`config.mk`:
```
export PLATFORM = sky130hd
export DESIGN_NAME = zt_sram
export DESIGN_NICKNAME = d
export VERILOG_FILES = /design/src/rtl/zt_sram_pkg.sv /design/src/rtl/zt_cmd_front.sv /design/src/rtl/zt_pipe_reg.sv /design/src/rtl/zt_store.sv /design/src/rtl/zt_sram.sv
export SDC_FILE = /design/constraint.sdc
export NUM_CORES = 1
export LEC_CHECK = 0
export BUFFER_PORTS_ARGS = -buffer_cell sky130_fd_sc_hd__buf_2
export CORE_ASPECT_RATIO = 1.75
export CORE_MARGIN = 4
export CORE_UTILIZATION = 55
export CTS_CLUSTER_DIAMETER = 60
export DETAILED_ROUTE_END_ITERATION = 12
export PLACE_DENSITY = 0.71
export SLEW_MARGIN = 15
export SYNTH_ARGS = -nofsm -noshare
export SYNTH_HDL_FRONTEND = slang
export SYNTH_SLANG_ARGS = --single-unit
```
`constraint.sdc`:
```
create_clock -name clk -period 1.5 [get_ports clk]
set_input_delay 0.3 -clock clk [delete_from_list [all_inputs] [get_ports clk]]
set_output_delay 0.3 -clock clk [all_outputs]
set_load 0.05 [all_outputs]
```
`src/rtl/zt_sram_pkg.sv`:
```
package zt_sram_pkg;

  // Low two address bits of burst beat cnt from start offset.
  function automatic logic [1:0] burst_off(input logic [1:0] start,
                                           input logic [1:0] cnt,
                                           input logic       ilv);
    burst_off = ilv ? (start ^ cnt) : (start + cnt);
  endfunction

endpackage

```
`src/rtl/zt_cmd_front.sv`:
```
module zt_cmd_front
  import zt_sram_pkg::*;
#(
  parameter int AW = 6,
  parameter int NL = 2
) (
  input  logic          clk,
  input  logic          rst_n,
  input  logic          cke,
  input  logic          sel,
  input  logic          load,
  input  logic          rd,
  input  logic [AW-1:0] addr,
  input  logic [NL-1:0] ben,
  input  logic          ilv,
  output logic          s1_vld,
  output logic          s1_wr,
  output logic [AW-1:0] s1_addr,
  output logic [NL-1:0] s1_ben
);

  logic          vld_q, vld_d;
  logic          wr_q, wr_d;
  logic [AW-3:0] base_q, base_d;
  logic [1:0]    start_q, start_d;
  logic [1:0]    cnt_q, cnt_d;
  logic [NL-1:0] ben_q, ben_d;

  always_comb begin
    vld_d   = vld_q;
    wr_d    = wr_q;
    base_d  = base_q;
    start_d = start_q;
    cnt_d   = cnt_q;
    ben_d   = ben_q;
    if (cke) begin
      ben_d = ben;
      if (load) begin
        vld_d = sel;
        if (sel) begin
          wr_d    = ~rd;
          base_d  = addr[AW-1:2];
          start_d = addr[1:0];
          cnt_d   = 2'd0;
        end
      end else begin
        cnt_d = cnt_q + 2'd1;
      end
    end
  end

  always_ff @(posedge clk or negedge rst_n) begin
    if (!rst_n) begin
      vld_q   <= 1'b0;
      wr_q    <= 1'b0;
      base_q  <= '0;
      start_q <= '0;
      cnt_q   <= '0;
      ben_q   <= '1;
    end else begin
      vld_q   <= vld_d;
      wr_q    <= wr_d;
      base_q  <= base_d;
      start_q <= start_d;
      cnt_q   <= cnt_d;
      ben_q   <= ben_d;
    end
  end

  assign s1_vld  = vld_q;
  assign s1_wr   = wr_q;
  assign s1_addr = {base_q, burst_off(start_q, cnt_q, ilv)};
  assign s1_ben  = ben_q;


  adv_keeps_cmd_chk: assert property (@(posedge clk) disable iff (!rst_n)
    (cke && !load) |=> (s1_wr == $past(s1_wr)) && (s1_vld == $past(s1_vld))
                       && (s1_addr[AW-1:2] == $past(s1_addr[AW-1:2])));


  linear_step_chk: assert property (@(posedge clk) disable iff (!rst_n)
    (cke && !load && !ilv) |=> (s1_addr[1:0] == $past(s1_addr[1:0]) + 2'd1));

endmodule

```
`src/rtl/zt_pipe_reg.sv`:
```
module zt_pipe_reg #(
  parameter int AW = 6,
  parameter int NL = 2
) (
  input  logic          clk,
  input  logic          rst_n,
  input  logic          cke,
  input  logic          i_vld,
  input  logic          i_wr,
  input  logic [AW-1:0] i_addr,
  input  logic [NL-1:0] i_ben,
  output logic          o_vld,
  output logic          o_wr,
  output logic [AW-1:0] o_addr,
  output logic [NL-1:0] o_ben
);

  always_ff @(posedge clk or negedge rst_n) begin
    if (!rst_n) begin
      o_vld  <= 1'b0;
      o_wr   <= 1'b0;
      o_addr <= '0;
      o_ben  <= '1;
    end else if (cke) begin
      o_vld  <= i_vld;
      o_wr   <= i_wr;
      o_addr <= i_addr;
      o_ben  <= i_ben;
    end
  end

endmodule

```
`src/rtl/zt_store.sv`:
```
module zt_store #(
  parameter int AW = 6,
  parameter int NL = 2,
  parameter int LW = 8
) (
  input  logic             clk,
  input  logic             rst_n,
  input  logic             cke,
  input  logic             s2_vld,
  input  logic             s2_wr,
  input  logic [AW-1:0]    s2_addr,
  input  logic [NL-1:0]    s2_ben,
  input  logic [NL*LW-1:0] din,
  output logic [NL*LW-1:0] dout_q,
  output logic             rd_vld_q
);

  localparam int DEPTH = 1 << AW;

  logic             do_rd;
  logic             rd_vld_d;
  logic [NL*LW-1:0] rd_word;
  logic [NL*LW-1:0] dout_d;

  assign do_rd = s2_vld && !s2_wr;

  for (genvar g = 0; g < NL; g++) begin : g_lane
    logic [LW-1:0] mem_l [DEPTH];
    always_ff @(posedge clk) begin
      if (cke && s2_vld && s2_wr && !s2_ben[g])
        mem_l[s2_addr] <= din[g*LW +: LW];
    end
    assign rd_word[g*LW +: LW] = mem_l[s2_addr];
  end

  always_comb begin
    rd_vld_d = rd_vld_q;
    dout_d   = dout_q;
    if (cke) begin
      rd_vld_d = do_rd;
      if (do_rd) dout_d = rd_word;
    end
  end

  always_ff @(posedge clk or negedge rst_n) begin
    if (!rst_n) begin
      rd_vld_q <= 1'b0;
      dout_q   <= '0;
    end else begin
      rd_vld_q <= rd_vld_d;
      dout_q   <= dout_d;
    end
  end


  stall_hold_chk: assert property (@(posedge clk) disable iff (!rst_n)
    !cke |=> $stable(dout_q) && $stable(rd_vld_q));


  idle_quiet_chk: assert property (@(posedge clk) disable iff (!rst_n)
    (cke && !s2_vld) |=> !rd_vld_q);

endmodule

```
`src/rtl/zt_sram.sv`:
```
module zt_sram #(
  parameter int AW = 6,
  parameter int NL = 2,
  parameter int LW = 8
) (
  input  logic             clk,
  input  logic             rst_n,
  input  logic             clk_en_n,
  input  logic             sel_a_n,
  input  logic             sel_b_n,
  input  logic             sel_c,
  input  logic             load_n,
  input  logic             rd_wr_n,
  input  logic [AW-1:0]    addr,
  input  logic [NL-1:0]    byte_we_n,
  input  logic             ilv_mode,
  input  logic             out_en_n,
  input  logic [NL*LW-1:0] din,
  output logic [NL*LW-1:0] dout,
  output logic             dout_oe
);

  logic [1:0]    rst_sync_q;
  logic          rst_sn;
  logic          cke;
  logic          s1_vld, s1_wr, s2_vld, s2_wr;
  logic [AW-1:0] s1_addr, s2_addr;
  logic [NL-1:0] s1_ben, s2_ben;
  logic          rd_vld;

  always_ff @(posedge clk or negedge rst_n) begin
    if (!rst_n) rst_sync_q <= 2'b00;
    else        rst_sync_q <= {rst_sync_q[0], 1'b1};
  end
  assign rst_sn = rst_sync_q[1];
  assign cke    = ~clk_en_n;

  zt_cmd_front #(.AW(AW), .NL(NL)) u_front (
    .clk(clk), .rst_n(rst_sn), .cke(cke),
    .sel(!sel_a_n && !sel_b_n && sel_c), .load(!load_n), .rd(rd_wr_n),
    .addr(addr), .ben(byte_we_n), .ilv(ilv_mode),
    .s1_vld(s1_vld), .s1_wr(s1_wr), .s1_addr(s1_addr), .s1_ben(s1_ben)
  );

  zt_pipe_reg #(.AW(AW), .NL(NL)) u_stage2 (
    .clk(clk), .rst_n(rst_sn), .cke(cke),
    .i_vld(s1_vld), .i_wr(s1_wr), .i_addr(s1_addr), .i_ben(s1_ben),
    .o_vld(s2_vld), .o_wr(s2_wr), .o_addr(s2_addr), .o_ben(s2_ben)
  );

  zt_store #(.AW(AW), .NL(NL), .LW(LW)) u_store (
    .clk(clk), .rst_n(rst_sn), .cke(cke),
    .s2_vld(s2_vld), .s2_wr(s2_wr), .s2_addr(s2_addr), .s2_ben(s2_ben),
    .din(din), .dout_q(dout), .rd_vld_q(rd_vld)
  );

  assign dout_oe = rd_vld & ~out_en_n;


  read_lands_chk: assert property (@(posedge clk) disable iff (!rst_sn)
    (cke && s2_vld && !s2_wr) |=> rd_vld);


  reset_quiet_chk: assert property (@(posedge clk)
    !rst_sn |-> !dout_oe);

endmodule

```
# Word-level counts from Yosys, hierarchy flattened
# Memory sizes are Yosys's and may differ from the RTL's. A register that Yosys moved wholly into a read port is not among the register bits.
# Cells that the tools add are included.
# classes
reduce_logical	19
bitwise	6
n_mux	7
addsub	2
# ops
cell	n
1-bit logical AND	7
1-bit zero test	7
2-bit two-way mux	3
2-bit AND reduction	3
1-bit two-way mux	4
1-bit NOT	4
3-bit AND reduction	1
2-bit by 1-bit adder with 2-bit output, second input constant	1
2-bit adder	1
2-bit nonzero test	1
2-bit XOR	1
1-bit AND	1
# totals
ramBits	1024
word_cells	48
register_bits	25
mem_count	2
# memory_table
name	words	word_bits	read_ports	rd_ports_with_merged_regs	wr	line	text
u_store.g_lane[0].mem_l	64	8	1	1	1	zt_store.sv:28	logic [LW-1:0] mem_l [DEPTH];
u_store.g_lane[1].mem_l	64	8	1	1	1	zt_store.sv:28	

# Logic depth before layout (Yosys ltp)
# Gate-level depths: netlist of the first run.
# logic_depth
depth_word	6
ltp_mapped	11
ltp_nobuf	6

# Cells and area by module
# From an unflattened synthesis of the first run, not the netlist that was laid out.
# hier_totals
cells_unflattened	2294
hier_area_um2	41511.1
# by_module_without_submodules
module	area_per_inst_um2	cells_per_inst	instances
zt_store	40496.3	2228	1
zt_cmd_front	520.5	38	1
zt_pipe_reg	414.1	21	1
zt_sram	80.1	7	1

# Least setup slack after synthesis of the first run
# No wires, ideal clock.
# synth_timing
kind	register -> register
startpoint	register u_stage2.o_addr[0]
endpoint	memory u_store.g_lane[0].mem_l[63][0] (enable)
setup_time_ns	0.370
period_less_slack_ns	2.461
arrival_time_ns	2.091
n_path_buf	7
path_slack_ns	-0.961
stages_incl_launch_ff	10
t_required_ns	1.130
path_cell_list	dfrtp_1 -> buf_6 -> buf_6 -> buf_6 -> buf_6 -> buf_2 -> buf_2 -> nand2_1 -> clkbuf_1 -> nor2_1
# synth_rtl
element	line	text
start: declaration	zt_pipe_reg.sv:14	output logic [AW-1:0] o_addr,
start signal: assignment	zt_pipe_reg.sv:27	o_addr <= i_addr;
end: declaration	zt_store.sv:28	
# Straight into the memory's write port.

==> summary.txt, run 1 <==
Placement
  – RD Place Congestion: approximately 0.96
  – HPWL Detailed: around 85000 um
  – Placement Setup Slack: -1.319 ns
  – Cell Area, Placed: between 40000 and 50000 um^2
  – Inst Count DP: 3579
  – Port bufs: 50

Layout
  – Design Area, Final: 54950 um^2
  – Share of cells above drive strength 1: 0.4301
  – Final std cells w/o fill: a little under 4000
  – Fill cells: around 3900
  – Area growth syn-to-layout: 33.10%
  – Nets: 2911
  – Antenna diodes: 0
  – Utilization after layout: 0.7410

Detailed routing
  – TritonRoute pass-1 iters: 6
  – Initial DRC Count: about 3900
  – Drt drc: 0
  – Antenna-violating nets left: 0
  – Vias: about 27000
  – Wire length per cell: ~35 um
  – Detailed-route wire length: approximately 140000 um
  – Via density per instance: between 6 and 7

Timing
  – Final Max Slew Viols: 0
  – Clk_skew: approximately 0.023 ns
  – Worst-Margin Slew: 0.8474 ns
  – Final Worst Setup Slack: -1.221 ns
  – Slew headroom: 0.4351
  – Setup tns final: -807.59 ns
  – Final worst-path cycle share: 1.814
  – RSZ-0062 raised after global routing: yes
  – Final hold viol count: 0
  – Tmin final: approximately 2.7 ns
  – Setup violators final: roughly 1100
  – Maximum clock rate: about 0.37 GHz
  – Min Hold Slack: around 0.031 ns

GRT
  – Largest net degree at the start of global routing: 65
  – Initial antenna violation count: 1
  – Vias in the first global route: 26460
  – First-pass GRT wire length: 186000 um
  – Gr usage total: 0.3261
  – Remaining Overflow, GRT: 0

Hold path
  – Hold Crit Depth: 3
  – Min-delay worst type: input pin to flip-flop

Worst setup path
  – Crit path required time: around 2 ns
  – Crit end category: flip-flop
  – Setup slack, reg-to-reg: -1.22 ns
  – Reg-to-reg endpoint: u_store.dout_q[3]
  – Startpoint types: flip-flop
  – Crit path from: u_stage2.o_addr[2]
  – Setup CP Type: flip-flop to flip-flop
  – Worst Path Arrival: 3.28 ns
  – Crit path to: u_store.dout_q[3]
  – Cell count of the worst reg-to-reg path: 9
  – Worst-path fanout max: 8
  – Reg2reg start: u_stage2.o_addr[2]

Synthesis
  – Count leader, synth: edfxtp_1
  – Ys async rst share: 0.03850
  – Synth area leaders: edfxtp_1, mux2i_1, mux4_2
  – Yosys cell types: 62
  – Post-synth top cells: edfxtp_1, mux2i_1, nor2_1
  – Yosys warns: 0
  – Yosys reg bits: roughly 1100
  – Syn Std Cell Area: between 40000 and 50000 um^2
  – Seq/Total Area, Yosys: 0.7698
  – Syn Inst Count: around 2300
  – Mean post-synth cell area: ~18 um^2
  – Post-Syn Nets: approximately 2300
  – Post-synth top flop: edfxtp_1
  – Area leader, netlist: edfxtp_1
  – Share of the synthesized area in the top cell type: 0.7448
  – Number of enable flip-flop cells after synthesis: between 1000 and 1500

Clock tree
  – Clock sinks: between 1000 and 1500
  – Root Buffer Master: clkbuf_16
  – CTS tree: yes
  – Max clock buf depth: 3
  – Htree depth: 3
  – Worst-skew pair later-pin latency: 0.68 ns
  – Clock Pin Slew Worst Setup and Hold Paths: approximately 0.070 ns
  – TritonCTS Buffers: 90

Pwr
  – Pwr/cell area: 1655 nW/um^2
  – Worst vdd ir: roughly 1.6 mV
  – Leakage: ~19 nW
  – Pwr Total: slightly above 90 mW

Floorplanning
  – Height of the chip: about 370 um
  – Die X: approximately 220 um
  – I/O pin count: 51
  – Die ar.: approximately 80000 um^2
  – Initial Util: 0.5567
  – Row count: 132
  – Core Area: approximately 74000 um^2

Run
  – # Max-Cap Violations: 0

Outcome
  – Outcome: finished, violations left
  – Failing checks: negative setup slack
-- cell type report --
type,count,area [um^2],share of cell area
clock buffers,108,2446,0.04451
flip-flops and latches,1065,31790,0.5786
multi-input cells,1066,11020,0.2006
repair buffers,650,7850,0.1429
well taps,938,1174,0.02136
inverters,3,17.52,0.0003188
clock inverters,61,649.4,0.01182
-- worst min path at each step --
| stage | start | to | slack [ns] |
|---|---|---|---|
| 6_report | clk_en_n | u_store.rd_vld_q | 0.03 |
| 5_1_grt | clk_en_n | u_store.rd_vld_q | 0.05 |
| 4_1_cts | clk_en_n | u_store.rd_vld_q | 0.01 |
| 3_5_place_dp | rst_n | rst_sync_q[0] | 0.09 |
| 3_3_place_gp | rst_n | rst_sync_q[0] | 0.09 |
| 2_1_floorplan | rst_n | rst_sync_q[0] | 0.004 |
-- cells by family after synthesis --
kind of cell             after synthesis  share of synthesized area
AO/OA/AOI/OAI                        400                    0.07161
XOR/XNOR                               2                  0.0004244
adder cells (fa/ha/maj)                1                  0.0003030
buffers and inverters                143                    0.01785
flip-flops                          1065                     0.7698
multiplexers                         329                     0.1057
other                                  1                 0.00009083
AND/OR/NAND/NOR                      333                    0.03425
-- flip-flops by register name (all words and copies together), names as in the netlist, 4 cells and up --
name and flops:
u_store.g_lane.mem_l 1024, u_store.dout_q 16, u_stage2.o_addr 6, u_front.base_q 4
-- report_power, final --
group	leakage, nW	internal (mW)	switching (mW)
Combinational	7.42	14.4	18.4
Sequential	9.68	33.0	0.491
Clock	1.51	13.8	10.9
Total	18.6	61.2	29.8
-- what timing repair did --
item                                     CTS  global route
resized for setup                        183           192
gates cloned                              11             4
setup buffers                             62            63
hold buffers                              12             0
endpoints found under the setup margin  1057          1058
endpoints found under the hold margin     14             0
pin swaps                                 57           104
-- layer usage --
metal | vias up | routed length [um] | track usage
met1 | 13440 | 42090 | 0.3598
li1 | 10530 | - | -
met4 | 0 | 15230 | 0.2660
met5 | - | 0 | 0
met2 | 2054 | 67650 | 0.5556
met3 | 646 | 12410 | 0.05466
-- critical path, cell delays in order, from the launching register on --
cell      delay [ns]
dfrtp_4         0.53
buf_6           0.14
nor2b_4         0.16
buf_12          0.17
buf_4           0.21
a221oi_4        0.30
nor2_1          0.10
o21ai_2         0.42
nand4_1         0.18
o32a_1          0.38
-- cells in the final DEF (no fill, tap or decap), types with 12 or more instances in the layout --
cell / netlist / routed
a21oi_1: 35 / 24
a221oi_1: 97 / 46
a221oi_2: 0 / 45
a22o_1: 15 / 15
a22oi_1: 88 / 71
a22oi_2: 0 / 17
a31oi_1: 21 / 13
buf_12: 0 / 171
buf_16: 0 / 15
buf_2: 46 / 49
buf_4: 18 / 296
buf_6: 10 / 82
buf_8: 0 / 16
bufinv_16: 0 / 12
clkbuf_16: 0 / 99
clkinv_1: 1 / 13
clkinv_2: 0 / 21
dfrtp_1: 37 / 33
dlygate4sd3_1: 0 / 12
edfxtp_1: 1024 / 1024
mux2_2: 65 / 60
mux2i_1: 185 / 171
mux4_2: 79 / 79
nand2_1: 69 / 42
nand2_2: 0 / 13
nand3_1: 37 / 24
nor2_1: 183 / 43
nor2_4: 0 / 132
o21ai_0: 46 / 16
o21ai_1: 0 / 22
o22ai_1: 34 / 29
No activity file was read; power rests on OpenSTA's default activity.
==> run 2, diff against run 1 <==
--- a/config.mk
+++ b/config.mk
@@ -16,3 +16,4 @@
 export SYNTH_ARGS = -nofsm -noshare
 export SYNTH_HDL_FRONTEND = slang
 export SYNTH_SLANG_ARGS = --single-unit
+export TNS_END_PERCENT = 20
==> run 2 against run 1 <==
  * The flow still finishes with violations (negative setup slack)
  * Flip-flop and latch count stayed put
  * Die area unchanged
  * Global-route usage increased by 0.18 points
  * Design area is 1.5% lower
  * Final cell count is 0.15% higher
  * Highest routed layer is now met5
==> summary.txt, run 2 (synthesis results as in run 1) <==
Outcome
  – Outcome: finished, violations left (unchanged)
  – Failing checks: negative setup slack (unchanged)

Placement
  – HPWL Detailed: 86990 um (was 84980 um)
  – Port bufs: 50 (unchanged)
  – RD Place Congestion: 0.9763 (was 0.9646)
  – Inst Count DP: 3633 (was 3579)
  – Cell Area, Placed: 48830 um^2 (was 48440 um^2)

GRT
  – Largest net degree at the start of global routing: 65 (unchanged)
  – Remaining Overflow, GRT: 0 (unchanged)
  – Vias in the first global route: 26810 (was 26460)
  – Gr usage total: 0.3279 (was 0.3261)
  – First-pass GRT wire length: 186700 um (was 186000 um)
  – Initial antenna violation count: 2 (was 1)

Timing
  – Final hold viol count: 0 (unchanged)
  – Final Worst Setup Slack: -1.165 ns (was -1.221 ns)
  – Final worst-path cycle share: 1.777 (was 1.814)
  – Maximum clock rate: 0.3753 GHz (was 0.3676 GHz)
  – RSZ-0062 raised after global routing: yes (unchanged)
  – Final Max Slew Viols: 0 (unchanged)
  – Setup violators final: 1059 (was 1057)
  – Min Hold Slack: 0.1089 ns (was 0.03145 ns)
  – Tmin final: 2.665 ns (was 2.721 ns)
  – Clk_skew: 0.02660 ns (was 0.02309 ns)
  – Worst-Margin Slew: 0.8275 ns (was 0.8474 ns)
  – Slew headroom: 0.4483 (was 0.4351)

Layout
  – Nets: 2916 (was 2911)
  – Largest regs: u_store.g_lane.mem_l (1024), u_store.dout_q (16), u_stage2.o_addr (6) (unchanged)
  – Largest register FFs: 1024 (unchanged)
  – Commonest non-fill, non-tap cell in the layout: edfxtp_1 (unchanged)
  – Design Area, Final: 54150 um^2 (was 54950 um^2)
  – Commonest cells after routing, fill and taps aside: edfxtp_1, buf_4, mux2i_1, buf_12, nor2_4 (unchanged)
  – Area growth syn-to-layout: 31.16% (was 33.10%)
  – Share of cells above drive strength 1: 0.4160 (was 0.4301)
  – Largest reg by FF count: u_store.g_lane.mem_l (unchanged)
  – Utilization after layout: 0.7302 (was 0.7410)
  – Final std cells w/o fill: 3897 (was 3891)

Detailed routing
  – Via density per instance: 6.669 (was 6.855)
  – Wire length per cell: 33.81 um (was 35.31 um)
  – Antenna-violating nets left: 0 (unchanged)
  – TritonRoute pass-1 iters: 7 (was 6)
  – Initial DRC Count: 3217 (was 3869)
  – Drt drc: 0 (unchanged)
  – Detailed-route wire length: 131700 um (was 137400 um)
  – Vias: 25990 (was 26670)

Clock tree
  – Htree depth: 3 (unchanged)
  – Worst-skew pair later-pin latency: 0.69 ns (was 0.68 ns)
  – Root Buffer Master: clkbuf_16 (unchanged)
  – Clock sinks: 1065 (unchanged)
  – Clock Pin Slew Worst Setup and Hold Paths: 0.07 ns (about the same)
  – CTS tree: yes (unchanged)
  – Max clock buf depth: 3 (unchanged)
  – TritonCTS Buffers: 90 (unchanged)

Floorplanning
  – Die ar.: 79680 um^2 (unchanged)
  – Initial Util: 0.5567 (unchanged)
  – Die X: 215.1 um (unchanged)
  – Height of the chip: 370.4 um (unchanged)
  – Core Area: 74160 um^2 (unchanged)
  – Row count: 132 (unchanged)
  – I/O pin count: 51 (unchanged)

Worst setup path
  – Worst path bufs/invs: 3 (unchanged)
  – Slowest CP cell: o311ai_4 (was dfrtp_4)
  – Crit path from: u_stage2.o_addr[0] (was u_stage2.o_addr[2])
  – Crit end category: flip-flop (unchanged)
  – Setup CP Type: flip-flop to flip-flop (unchanged)
  – Crit path required time: 2.06 ns (about the same)
  – Setup slack, reg-to-reg: -1.16 ns (was -1.22 ns)
  – Reg2reg start: u_stage2.o_addr[0] (was u_stage2.o_addr[2])
  – CP cell instances: buf_12 > buf_16 > nor2b_4 > buf_12 > a22o_4 > o311ai_4 > nand4b_1 > o32a_1 (was buf_6 > nor2b_4 > buf_12 > buf_4 > a221oi_4 > nor2_1 > o21ai_2 > nand4_1 > o32a_1)
  – Startpoint types: flip-flop (unchanged)
  – CP top delay family: compound AO/OA/AOI/OAI gates (unchanged)
  – Crit path to: u_store.dout_q[1] (was u_store.dout_q[3])
  – Worst-path fanout max: 8 (unchanged)
  – Reg-to-reg endpoint: u_store.dout_q[1] (was u_store.dout_q[3])
  – Cell mode on critical path: buf_12
  – Max incr delay on CP: 0.56 ns (was 0.53 ns)
  – Crit. path cell count: 8 (was 9)
  – Cell count of the worst reg-to-reg path: 8 (was 9)
  – Worst Path Arrival: 3.23 ns (was 3.28 ns)

Hold path
  – Min-delay worst type: input pin to flip-flop (unchanged)

Pwr
  – Psw: 28.42 mW (was 29.78 mW)
  – Combinational Power Share: 0.347 (was 0.361)
  – Leakage: 18.39 nW (was 18.61 nW)
  – Pwr Total: 88.50 mW (was 90.95 mW)
  – Seq pwr share: 0.377 (was 0.368)
  – Int Power: 60.08 mW (was 61.16 mW)
  – Worst vdd ir: 1.376 mV (was 1.569 mV)
  – Switching Share: 0.3212 (was 0.3275)
  – Clock power frac: 0.276 (was 0.271)
  – Pwr/cell area: 1634 nW/um^2 (was 1655 nW/um^2)

Run
  – # Max-Cap Violations: 0 (unchanged)
## run 2: cell types whose count changed in the layout (fill, tap and decap cells not counted), moves of 4 or more
cell | previous run | this run
a21oi_1 | 24 | 35
a21oi_2 | 10 | 0
a221oi_1 | 46 | 56
a221oi_2 | 45 | 35
a22oi_1 | 71 | 82
a22oi_2 | 17 | 6
buf_12 | 171 | 160
buf_16 | 15 | 8
buf_4 | 296 | 374
buf_6 | 82 | 40
buf_8 | 16 | 8
clkbuf_16 | 99 | 95
o21ai_0 | 16 | 21
## run 2: final cells by class
cell class / count / area, um^2
antenna: 2 / 5.005
clock buffer: 112 / 2471
clock inverter: 56 / 593.1
fill: 4186 / 20010
inverter: 3 / 18.77
multi-input combinational: 1066 / 10820
sequential: 1065 / 31790
tap: 938 / 1174
timing repair buffer: 655 / 7274
## run 2: worst min path at each step
stage	slack, ns	cells after the start	start	to
floorplan	0.004	0	rst_n	rst_sync_q[0]
global placement	0.09	1	rst_n	rst_sync_q[0]
detailed placement	0.09	1	rst_n	rst_sync_q[0]
CTS	0.07	4	clk_en_n	u_store.rd_vld_q
global route	0.11	2	din[6]	u_store.g_lane[0].mem_l[21][6]
finish	0.11	4	clk_en_n	u_store.rd_vld_q
## run 2: routing by layer
metal,wire [um],global-route usage,vias to the layer above
met5,13,0,-
met4,13570,0.2633,2
met3,11550,0.06474,590
met2,65790,0.5587,1828
met1,40820,0.3569,13040
li1,-,-,10530
## run 2: power groups by stage
stage	combinational [mW]	sequential [mW]	clock, mW
5_1_grt	31.2	33.4	25.9
2_1_floorplan	12.6	34.6	0
4_1_cts	29.0	33.4	24.6
6_report	30.7	33.4	24.4
3_5_place_dp	25.9	34.1	0
3_3_place_gp	25.5	34.0	0
## run 2: timing repair
item	in CTS	in global routing
pin swaps	69	53
setup buffers	45	37
hold buffers	13	0
cloned	7	0
endpoints found under the hold margin	24	0
endpoints found under the setup margin	1058	1059
resized for setup	199	61
## run 2: worst register-to-register path, cell delays in order, from the launching register on
cell and delay [ns]:
dfrtp_4 0.53, buf_12 0.16, buf_16 0.15, nor2b_4 0.18, buf_12 0.16, a22o_4 0.26, o311ai_4 0.56, nand4b_1 0.18
o32a_1 0.38
## run 2: stage by stage
stage	setup TNS, ns	setup slack, ns
after global routing	-633.97	-1.160
after CTS	-576.51	-1.024
after floorplan	-496.94	-0.5287
after detailed placement	-748.58	-1.339
final	-624.19	-1.165
after global placement	-721.94	-1.651
